==> src/rtl/tx_bringup_pkg.sv <==
package tx_bringup_pkg;

    localparam int STATE_W = 3;

    typedef enum logic [STATE_W-1:0] {
        ST_WAIT_PLL     = 3'd0,
        ST_WAIT_RDONE   = 3'd1,
        ST_WAIT_AUX     = 3'd2,
        ST_ALIGN_EN     = 3'd3,
        ST_ALIGN_RST    = 3'd4,
        ST_ALIGN_SETTLE = 3'd5,
        ST_LINK_IDLE    = 3'd6,
        ST_DATA         = 3'd7
    } bup_state_e;

    function automatic int max3(input int a, input int b, input int c);
        int m;
        m = a;
        if (b > m) m = b;
        if (c > m) m = c;
        return m;
    endfunction

endpackage

==> src/rtl/bup_lock_qual.sv <==
module bup_lock_qual #(
    parameter bit IS_SLAVE = 1'b1
) (
    input  logic ser_pll_lock,
    input  logic xcvr_rst_done,
    input  logic half_pll_lock,
    input  logic dpll_lock,
    output logic base_ok,
    output logic aux_ok,
    output logic all_ok
);

    assign base_ok = ser_pll_lock & xcvr_rst_done;

    generate
        if (IS_SLAVE) begin : g_slave
            assign aux_ok = half_pll_lock & dpll_lock;
        end else begin : g_master
            logic unused_dpll;
            assign unused_dpll = dpll_lock;
            assign aux_ok = half_pll_lock;
        end
    endgenerate

    assign all_ok = base_ok & aux_ok;

endmodule

==> src/rtl/bup_phase_timer.sv <==
module bup_phase_timer #(
    parameter int CNT_W = 7
) (
    input  logic             clk,
    input  logic             rst_n,
    input  logic             restart,
    output logic [CNT_W-1:0] count
);

    always_ff @(posedge clk) begin
        if (!rst_n || restart) begin
            count <= '0;
        end else if (count != {CNT_W{1'b1}}) begin
            count <= count + 1'b1;
        end
    end

endmodule

==> src/rtl/tx_bringup_seq.sv <==
module tx_bringup_seq
    import tx_bringup_pkg::*;
#(
    parameter bit IS_SLAVE   = 1'b1,
    parameter int EN_CYC     = 32,
    parameter int RST_CYC    = 16,
    parameter int SETTLE_CYC = 64
) (
    input  logic               clk,
    input  logic               rst_n,
    input  logic               ser_pll_lock,
    input  logic               xcvr_rst_done,
    input  logic               half_pll_lock,
    input  logic               dpll_lock,
    input  logic               rx_data_pkt,
    output logic               phalign_en,
    output logic               phalign_rst,
    output logic               tx_active,
    output logic               tx_data_ok,
    output logic               link_ready,
    output logic [STATE_W-1:0] seq_state
);

    localparam int MAX_CYC = max3(EN_CYC, RST_CYC, SETTLE_CYC);
    localparam int CNT_W   = $clog2(MAX_CYC + 1);
    localparam logic [CNT_W-1:0] EN_LAST     = CNT_W'(EN_CYC - 1);
    localparam logic [CNT_W-1:0] RST_LAST    = CNT_W'(RST_CYC - 1);
    localparam logic [CNT_W-1:0] SETTLE_LAST = CNT_W'(SETTLE_CYC - 1);

    bup_state_e       state_q, state_d;
    logic             base_ok, aux_ok, all_ok;
    logic [CNT_W-1:0] tmr_cnt;
    logic             tmr_restart;

    bup_lock_qual #(.IS_SLAVE(IS_SLAVE)) u_locks (
        .ser_pll_lock (ser_pll_lock),
        .xcvr_rst_done(xcvr_rst_done),
        .half_pll_lock(half_pll_lock),
        .dpll_lock    (dpll_lock),
        .base_ok      (base_ok),
        .aux_ok       (aux_ok),
        .all_ok       (all_ok)
    );

    assign tmr_restart = (state_d != state_q);

    bup_phase_timer #(.CNT_W(CNT_W)) u_timer (
        .clk    (clk),
        .rst_n  (rst_n),
        .restart(tmr_restart),
        .count  (tmr_cnt)
    );

    // Next-state logic
    always_comb begin
        state_d = state_q;
        unique case (state_q)
            ST_WAIT_PLL: begin
                if (ser_pll_lock) state_d = ST_WAIT_RDONE;
            end
            ST_WAIT_RDONE: begin
                if (!ser_pll_lock)      state_d = ST_WAIT_PLL;
                else if (xcvr_rst_done) state_d = ST_WAIT_AUX;
            end
            ST_WAIT_AUX: begin
                if (!base_ok)    state_d = ST_WAIT_PLL;
                else if (aux_ok) state_d = ST_ALIGN_EN;
            end
            ST_ALIGN_EN: begin
                if (!all_ok)                 state_d = ST_WAIT_PLL;
                else if (tmr_cnt == EN_LAST) state_d = ST_ALIGN_RST;
            end
            ST_ALIGN_RST: begin
                if (!all_ok)                  state_d = ST_WAIT_PLL;
                else if (tmr_cnt == RST_LAST) state_d = ST_ALIGN_SETTLE;
            end
            ST_ALIGN_SETTLE: begin
                if (!all_ok)                     state_d = ST_WAIT_PLL;
                else if (tmr_cnt == SETTLE_LAST) state_d = ST_LINK_IDLE;
            end
            ST_LINK_IDLE: begin
                if (!all_ok)                          state_d = ST_WAIT_PLL;
                else if (!IS_SLAVE || rx_data_pkt)    state_d = ST_DATA;
            end
            ST_DATA: begin
                if (!all_ok) state_d = ST_WAIT_PLL;
            end
            default: state_d = ST_WAIT_PLL;
        endcase
    end

    // State register
    always_ff @(posedge clk) begin
        if (!rst_n) state_q <= ST_WAIT_PLL;
        else        state_q <= state_d;
    end

    // Output decode
    always_comb begin
        phalign_en  = 1'b0;
        phalign_rst = 1'b0;
        tx_active   = 1'b0;
        tx_data_ok  = 1'b0;
        link_ready  = 1'b0;
        unique case (state_q)
            ST_WAIT_PLL, ST_WAIT_RDONE, ST_WAIT_AUX: ;
            ST_ALIGN_EN, ST_ALIGN_SETTLE: phalign_en = 1'b1;
            ST_ALIGN_RST: begin
                phalign_en  = 1'b1;
                phalign_rst = 1'b1;
            end
            ST_LINK_IDLE: begin
                tx_active  = 1'b1;
                link_ready = 1'b1;
            end
            ST_DATA: begin
                tx_active  = 1'b1;
                link_ready = 1'b1;
                tx_data_ok = 1'b1;
            end
            default: ;
        endcase
    end

    assign seq_state = state_q;

    // reset-done is honoured only after PLL lock
    p_order_r2: assert property (@(posedge clk) disable iff (!rst_n)
        (state_q == ST_WAIT_AUX && $past(state_q) == ST_WAIT_RDONE)
            |-> $past(ser_pll_lock && xcvr_rst_done));

    // alignment never starts without the divide-by-two lock
    p_half_lock_r3: assert property (@(posedge clk) disable iff (!rst_n)
        (state_q == ST_ALIGN_EN && $past(state_q) == ST_WAIT_AUX)
            |-> $past(half_pll_lock));

    // alignment reset only ever inside the enable window, and entered from enable
    p_rst_in_en_r5: assert property (@(posedge clk) disable iff (!rst_n)
        $rose(phalign_rst) |-> $past(phalign_en));

    // a lost lock sends the sequence back to the start
    p_drop_r9: assert property (@(posedge clk) disable iff (!rst_n)
        (state_q inside {ST_ALIGN_EN, ST_ALIGN_RST, ST_ALIGN_SETTLE,
                         ST_LINK_IDLE, ST_DATA} && !all_ok)
            |=> (state_q == ST_WAIT_PLL));

    generate
        if (IS_SLAVE) begin : g_slave_chk
            // slave alignment also requires the DPLL lock
            p_dpll_r4: assert property (@(posedge clk) disable iff (!rst_n)
                (state_q == ST_ALIGN_EN && $past(state_q) == ST_WAIT_AUX)
                    |-> $past(dpll_lock));
            // slave data enable follows a packet seen in state 6
            p_data_gate_r8: assert property (@(posedge clk) disable iff (!rst_n)
                $rose(tx_data_ok)
                    |-> ($past(rx_data_pkt) && $past(state_q) == ST_LINK_IDLE));
        end
    endgenerate

endmodule

==> config.mk <==
export PLATFORM = sky130hd
export DESIGN_NAME = tx_bringup_seq
export DESIGN_NICKNAME = d
export VERILOG_FILES = /design/src/rtl/tx_bringup_pkg.sv /design/src/rtl/bup_lock_qual.sv /design/src/rtl/bup_phase_timer.sv /design/src/rtl/tx_bringup_seq.sv
export SDC_FILE = /design/constraint.sdc
export NUM_CORES = 1
export LEC_CHECK = 0
export BUFFER_PORTS_ARGS = -buffer_cell sky130_fd_sc_hd__buf_2
export CORE_ASPECT_RATIO = 1.4
export CORE_MARGIN = 2
export CORE_UTILIZATION = 35
export CTS_CLUSTER_SIZE = 30
export DETAILED_ROUTE_END_ITERATION = 8
export SYNTH_ARGS = -nofsm -noshare
export SYNTH_HDL_FRONTEND = slang
export SYNTH_SLANG_ARGS = --single-unit
==> constraint.sdc <==
create_clock -name clk -period 2.7 [get_ports clk]
set_clock_uncertainty 0.05 [all_clocks]
set_input_delay 0.405 -clock clk [delete_from_list [all_inputs] [get_ports clk]]
set_output_delay 0.405 -clock clk [all_outputs]
set_load 0.03 [all_outputs]
After elaboration in Yosys (flattened, before gate mapping)
Cells that the tools add are included.
- add/sub/neg operators: 1
- equality and inequality tests: 12
- muxes and demuxes: 19
- bitwise operators: 3
- reductions and logical operators: 5
- operators with widths (cell ; count):
    3-bit 2-to-1 mux ; 14
    3-bit one-hot mux with 8 select lines ; 1
    3-bit == test (second input constant) ; 4
    7-bit by 1-bit adder with 7-bit output (second input constant) ; 1
    7-bit by 4-bit == test with 1-bit output (second input constant) ; 1
    7-bit by 5-bit == test with 1-bit output (second input constant) ; 1
    7-bit by 6-bit == test with 1-bit output (second input constant) ; 1
    7-bit != test (second input constant) ; 1
    3-bit by 2-bit == test with 1-bit output (second input constant) ; 2
    1-bit 2-to-1 mux ; 4
    1-bit AND ; 3
    3-bit by 1-bit == test with 1-bit output (second input constant) ; 1
    3-bit zero test ; 1
    3-bit != test ; 1
    3-bit OR reduction ; 1
    2-bit OR reduction ; 1
    1-bit zero test ; 1
    1-bit logical OR ; 1
- flip-flop bits (word level): 10
- bits of input ports: 7
- output and inout port bits: 8

Longest topological paths before layout
- depth after elaboration: 6
- mapped depth: 6

Hierarchy
A second synthesis with hierarchy kept.
- cells, all modules: 86
- area, all modules: 734.5 sq um
- modules (own cells, without submodules) (module ; times used ; cells an instance ; area each (sq um)):
    tx_bringup_seq ; 1 ; 51 ; 392.9
    bup_phase_timer ; 1 ; 32 ; 319.1
    bup_lock_qual ; 1 ; 3 ; 22.5

Worst setup path before layout
Ideal clock, no wire load.
- path type: reg-to-output
- start point: register state_q[2], in the netlist seq_state[2]
- end point: output phalign_rst
- data arrival time: 1.584 ns
- path slack: 0.661 ns
- stages on the path, launching flop included: 3
- buffers on the path: 1
- path through: dfxtp_1 clkbuf_4 nor3b_1
- word-level cells in the longest chain between the ends: 2
- RTL lines (item ; line ; text):
    from (decl) ; tx_bringup_seq.sv:30 ; bup_state_e state_q, state_d;
    from (signal assigned) ; tx_bringup_seq.sv:95 ; else state_q <= state_d;
    3-bit == test ; tx_bringup_seq.sv:105 ; unique case (state_q)
    1-bit 2-to-1 mux ; tx_bringup_seq.sv:105 ;
    to (decl) ; tx_bringup_seq.sv:17 ; output logic phalign_rst,
No other way between the ends.

Final worst setup path
- start point: register u_timer.count[0]
- end point: register u_timer.count[1]
- word-level cells in the longest chain between the ends: 6
- RTL lines (item ; line ; text):
    from (decl) ; bup_phase_timer.sv:7 ; output logic [CNT_W-1:0] count
    from (signal assigned) ; bup_phase_timer.sv:14 ; count <= count + 1'b1;
    7-bit by 6-bit == test with 1-bit output, or another cell as far along ; tx_bringup_seq.sv:79 ; else if (tmr_cnt == SETTLE_LAST) state_d = ST_LINK_IDLE;
    3-bit 2-to-1 mux, on equally long branches ; tx_bringup_seq.sv:79, tx_bringup_seq.sv:71, tx_bringup_seq.sv:75 ;
    3-bit 2-to-1 mux, on equally long branches ; tx_bringup_seq.sv:78, tx_bringup_seq.sv:70, tx_bringup_seq.sv:74 ;
    3-bit one-hot mux with 8 select lines ; tx_bringup_seq.sv:57 ; unique case (state_q)
    3-bit != test ; tx_bringup_seq.sv:45 ; assign tmr_restart = (state_d != state_q);
    1-bit logical OR ; bup_phase_timer.sv:11 ; if (!rst_n || restart) begin
Several ways; a longest one is shown, not always the timed one.
A chain may end at the register's enable or synchronous reset.

==> run summary <==
## Status
* finished, final reports clean — result of the run

## Power and ir drop
* 34.6% — fraction of power consumed by the clock network
* 218 uW — Int Pwr
* 74.3 uW — reported net switching power
* 0.000343 uW — leakage power total
* 350 mW/mm^2 — power density over the cells
* 181 uV — highest ir drop seen on vdd
* 12.0% — portion of total power attributed to combinational logic
* 25.4% — sw frac
* 53.4% — fraction of power consumed by sequential logic

## Synthesis
* 0 — EDFF count, synth
* 0% — Synth async-reset ratio
* 86 — post-synthesis instance total
* 9.05 sq um — post-synthesis area per instance
* 0 — Yosys Warn Count
* 25.7% — part of the Yosys area used for sequential elements
* 25.7% — share of Yosys cell area claimed by the top area cell type
* 10 — post-synthesis register bit count
* 46 — synth unique cells
* dfxtp_1 — cell taking the most area after synthesis
* dfxtp_1 (26%), buf_6 (5.8%), nor2_1 (3.4%) — Synth area leaders
* 778 sq um — Post-Syn Area
* 94 — net count after synthesis
* dfxtp_1 — top flip-flop cell by instance count after synthesis

## Clock tree
* 3 — CTS Buf Count
* 0 — Setup Buffers After CTS
* 0 — count of instances resized after the clock tree is built
* 0.26 ns — Skew-Pair Late Insertion Delay
* 0 — hold buffer count at cts
* 0.06 ns — clock slew at the register clock pins of the worst setup and hold paths
* 1 — number of levels in the clock H-tree
* yes — CTS tree
* clkbuf_4 — Root Buffer Master
* 2 — maximum root-to-sink buffer count
* 10 — Clock Sink Count

## STA
* 505 MHz — Peak Freq
* 0 — final-report max-slew violation count
* 0 — Final Hold Fails
* 0 — # setup viols final
* 73.4% — fin crit share
* 1.98 ns — time the final worst path needs with I/O delays and setup
* 0.526 ns — worst-margin pin slew
* 64.9% — Slew HR
* no — setup repair after global routing missed its margin
* 0 ns — setup TNS

## Worst setup path
* o311ai_4 — slowest CP cell
* flop — crit start category
* compound AO/OA/AOI/OAI gates — family with the most delay on the worst path
* flop — endpoint class of the critical path
* 2.79 ns — required time of the critical path
* ha_1 -> nand4_2 -> o21ai_0 -> a21oi_2 -> o311ai_4 -> nor2_1 — critical path cell sequence
* flop to flop — Crit Path Class
* 7 — largest fanout on the critical path
* 0.44 ns — Largest stage delay, worst path
* 0 — number of buffers and inverters on the critical path
* 0.72 ns — worst-case register-to-register setup slack
* 2.07 ns — worst path arrival time

## Final layout
* 31.3% — share of cells above drive strength 1
* 7.23% — synth-to-layout area growth
* 39.2% — fraction of the core area covered by cells at the end of the flow
* buf_2 — leading cell type in the layout, fill and taps excluded
* 219 — number of filler instances in the final layout
* 118 — post-route non-filler standard cell count
* 510 sq um — area taken by multi-input logic gates
* 835 sq um — cell area after layout
* 0 — count of inserted antenna diode cells
* buf_2 (14), dfxtp_1 (10), nor2_1 (7) — most frequent cells in the layout
* 200 sq um — area taken by flip-flops and latches
* 106 — Net count, final

## Global route
* 2.81 mm — first-pass GRT wire length
* 14.1% — global-route usage over all layers
* 0 — gr ovfl total
* 669 — number of global-route vias before repair
* 0 — initial antenna violation count
* 16 — largest net degree at the start of global routing

## Die
* 0.00262 sq mm — die outline area
* 0.00213 sq mm — floorplan core area
* 59.8 um — die height
* 15 — Top-Level Pins
* 20 — # rows
* 43.9 um — Die Span X
* 36.6% — Initial Utilization

## Job
* 0 — Max Cap Violations

## Drt
* 5.83 — average vias per placed instance
* 1.55 mm — routed wire length
* 0 — Post-DRT Antenna Nets
* 13.1 um — per-cell routed wire length
* 0 — DRC errors left
* 688 — via count
* 24 — number of design-rule violations left by the first detailed-router iteration
* 4 — first-pass iteration count of the detailed router

## Worst hold path
* input pin to flop — min-delay worst type

## Placement
* 1.14 mm — detailed-placement wirelength estimate
* 14 — # port buffers
* 115 — DP Cell Count
* 812 sq um — DP Area
* 0.805 — Final GP Congestion

## final timing paths
check,to,from,cells after the start
max,u_timer.count[1]$_SDFFE_PP0P_,u_timer.count[0]$_SDFFE_PP0P_,6
min,seq_state[0]$_SDFF_PN0_,rst_n,2
min reg2reg,u_timer.count[1]$_SDFFE_PP0P_,u_timer.count[1]$_SDFFE_PP0P_,2
max reg2reg,u_timer.count[1]$_SDFFE_PP0P_,u_timer.count[0]$_SDFFE_PP0P_,6
## layout make-up
cell class                      instances  area share [%]
Tap cell                               22            3.30
Inverter                                1           0.450
Multi-Input combinational cell         68            61.2
Timing Repair Buffer                   14            8.40
Sequential cell                        10            24.0
Clock buffer                            3            2.70
## metal layers
layer  global-route usage, %  vias to the layer above  routed length [um]
li1                        -                      349                   -
met2                    22.7                       20                 754
met3                    2.11                        4                  86
met1                    17.1                      315                 681
met5                       0                        -                   0
met4                    9.52                        0                  26
## power by group through the flow
stage / Sequential [uW] / Clock (uW) / Combinational, uW
2_1_floorplan: 158 / 0 / 26.9
3_3_place_gp: 159 / 0 / 34.8
3_5_place_dp: 159 / 0 / 35.0
4_1_cts: 156 / 106 / 35.4
5_1_grt: 157 / 113 / 39.5
6_report: 156 / 101 / 35.1
## cells in the mapped netlist, types with 2 or more instances
library cell,n
a211oi_2,2
a21oi_1,5
and2_1,3
buf_6,4
dfxtp_1,10
mux2i_1,2
nand2_1,3
nand3_1,5
nor2_1,7
nor3_1,4
nor3b_1,2
o21ai_0,4
or2b_1,2
## worst register-to-register path, cell delays in order (launching register included)
cell      delay [ns]
dfxtp_1         0.36
ha_1            0.28
nand4_2         0.22
o21ai_0         0.29
a21oi_2         0.12
o311ai_4        0.44
nor2_1          0.10
## flip-flops by register name, summed over array words and instances (netlist names)
signal	cells
seq_state	3
u_timer.count	7
## metrics by stage
| step | power [uW] | hold slack (ns) | worst slack, ns |
|---|---|---|---|
| after detailed placement | 194 | 0.475 | 0.707 |
| final | 292 | 0.363 | 0.718 |
| after CTS | 298 | 0.353 | 0.701 |
| after global placement | 194 | 0.454 | 0.799 |
| after global routing | 309 | 0.366 | 0.566 |
| after floorplan | 185 | 0.429 | 0.661 |
## kinds of logic (layout without fill, tap and decap cells)
group | after synthesis | after routing | synth area share, %
simple gates | 38 | 38 | 31.4
compound gates | 26 | 26 | 28.9
buf+inv | 8 | 18 | 8.68
fa+ha+maj | 1 | 1 | 1.61
xor+xnor | 1 | 1 | 1.13
mux | 2 | 2 | 2.57
flops | 10 | 10 | 25.7
No activity file was read; power rests on OpenSTA's default activity.
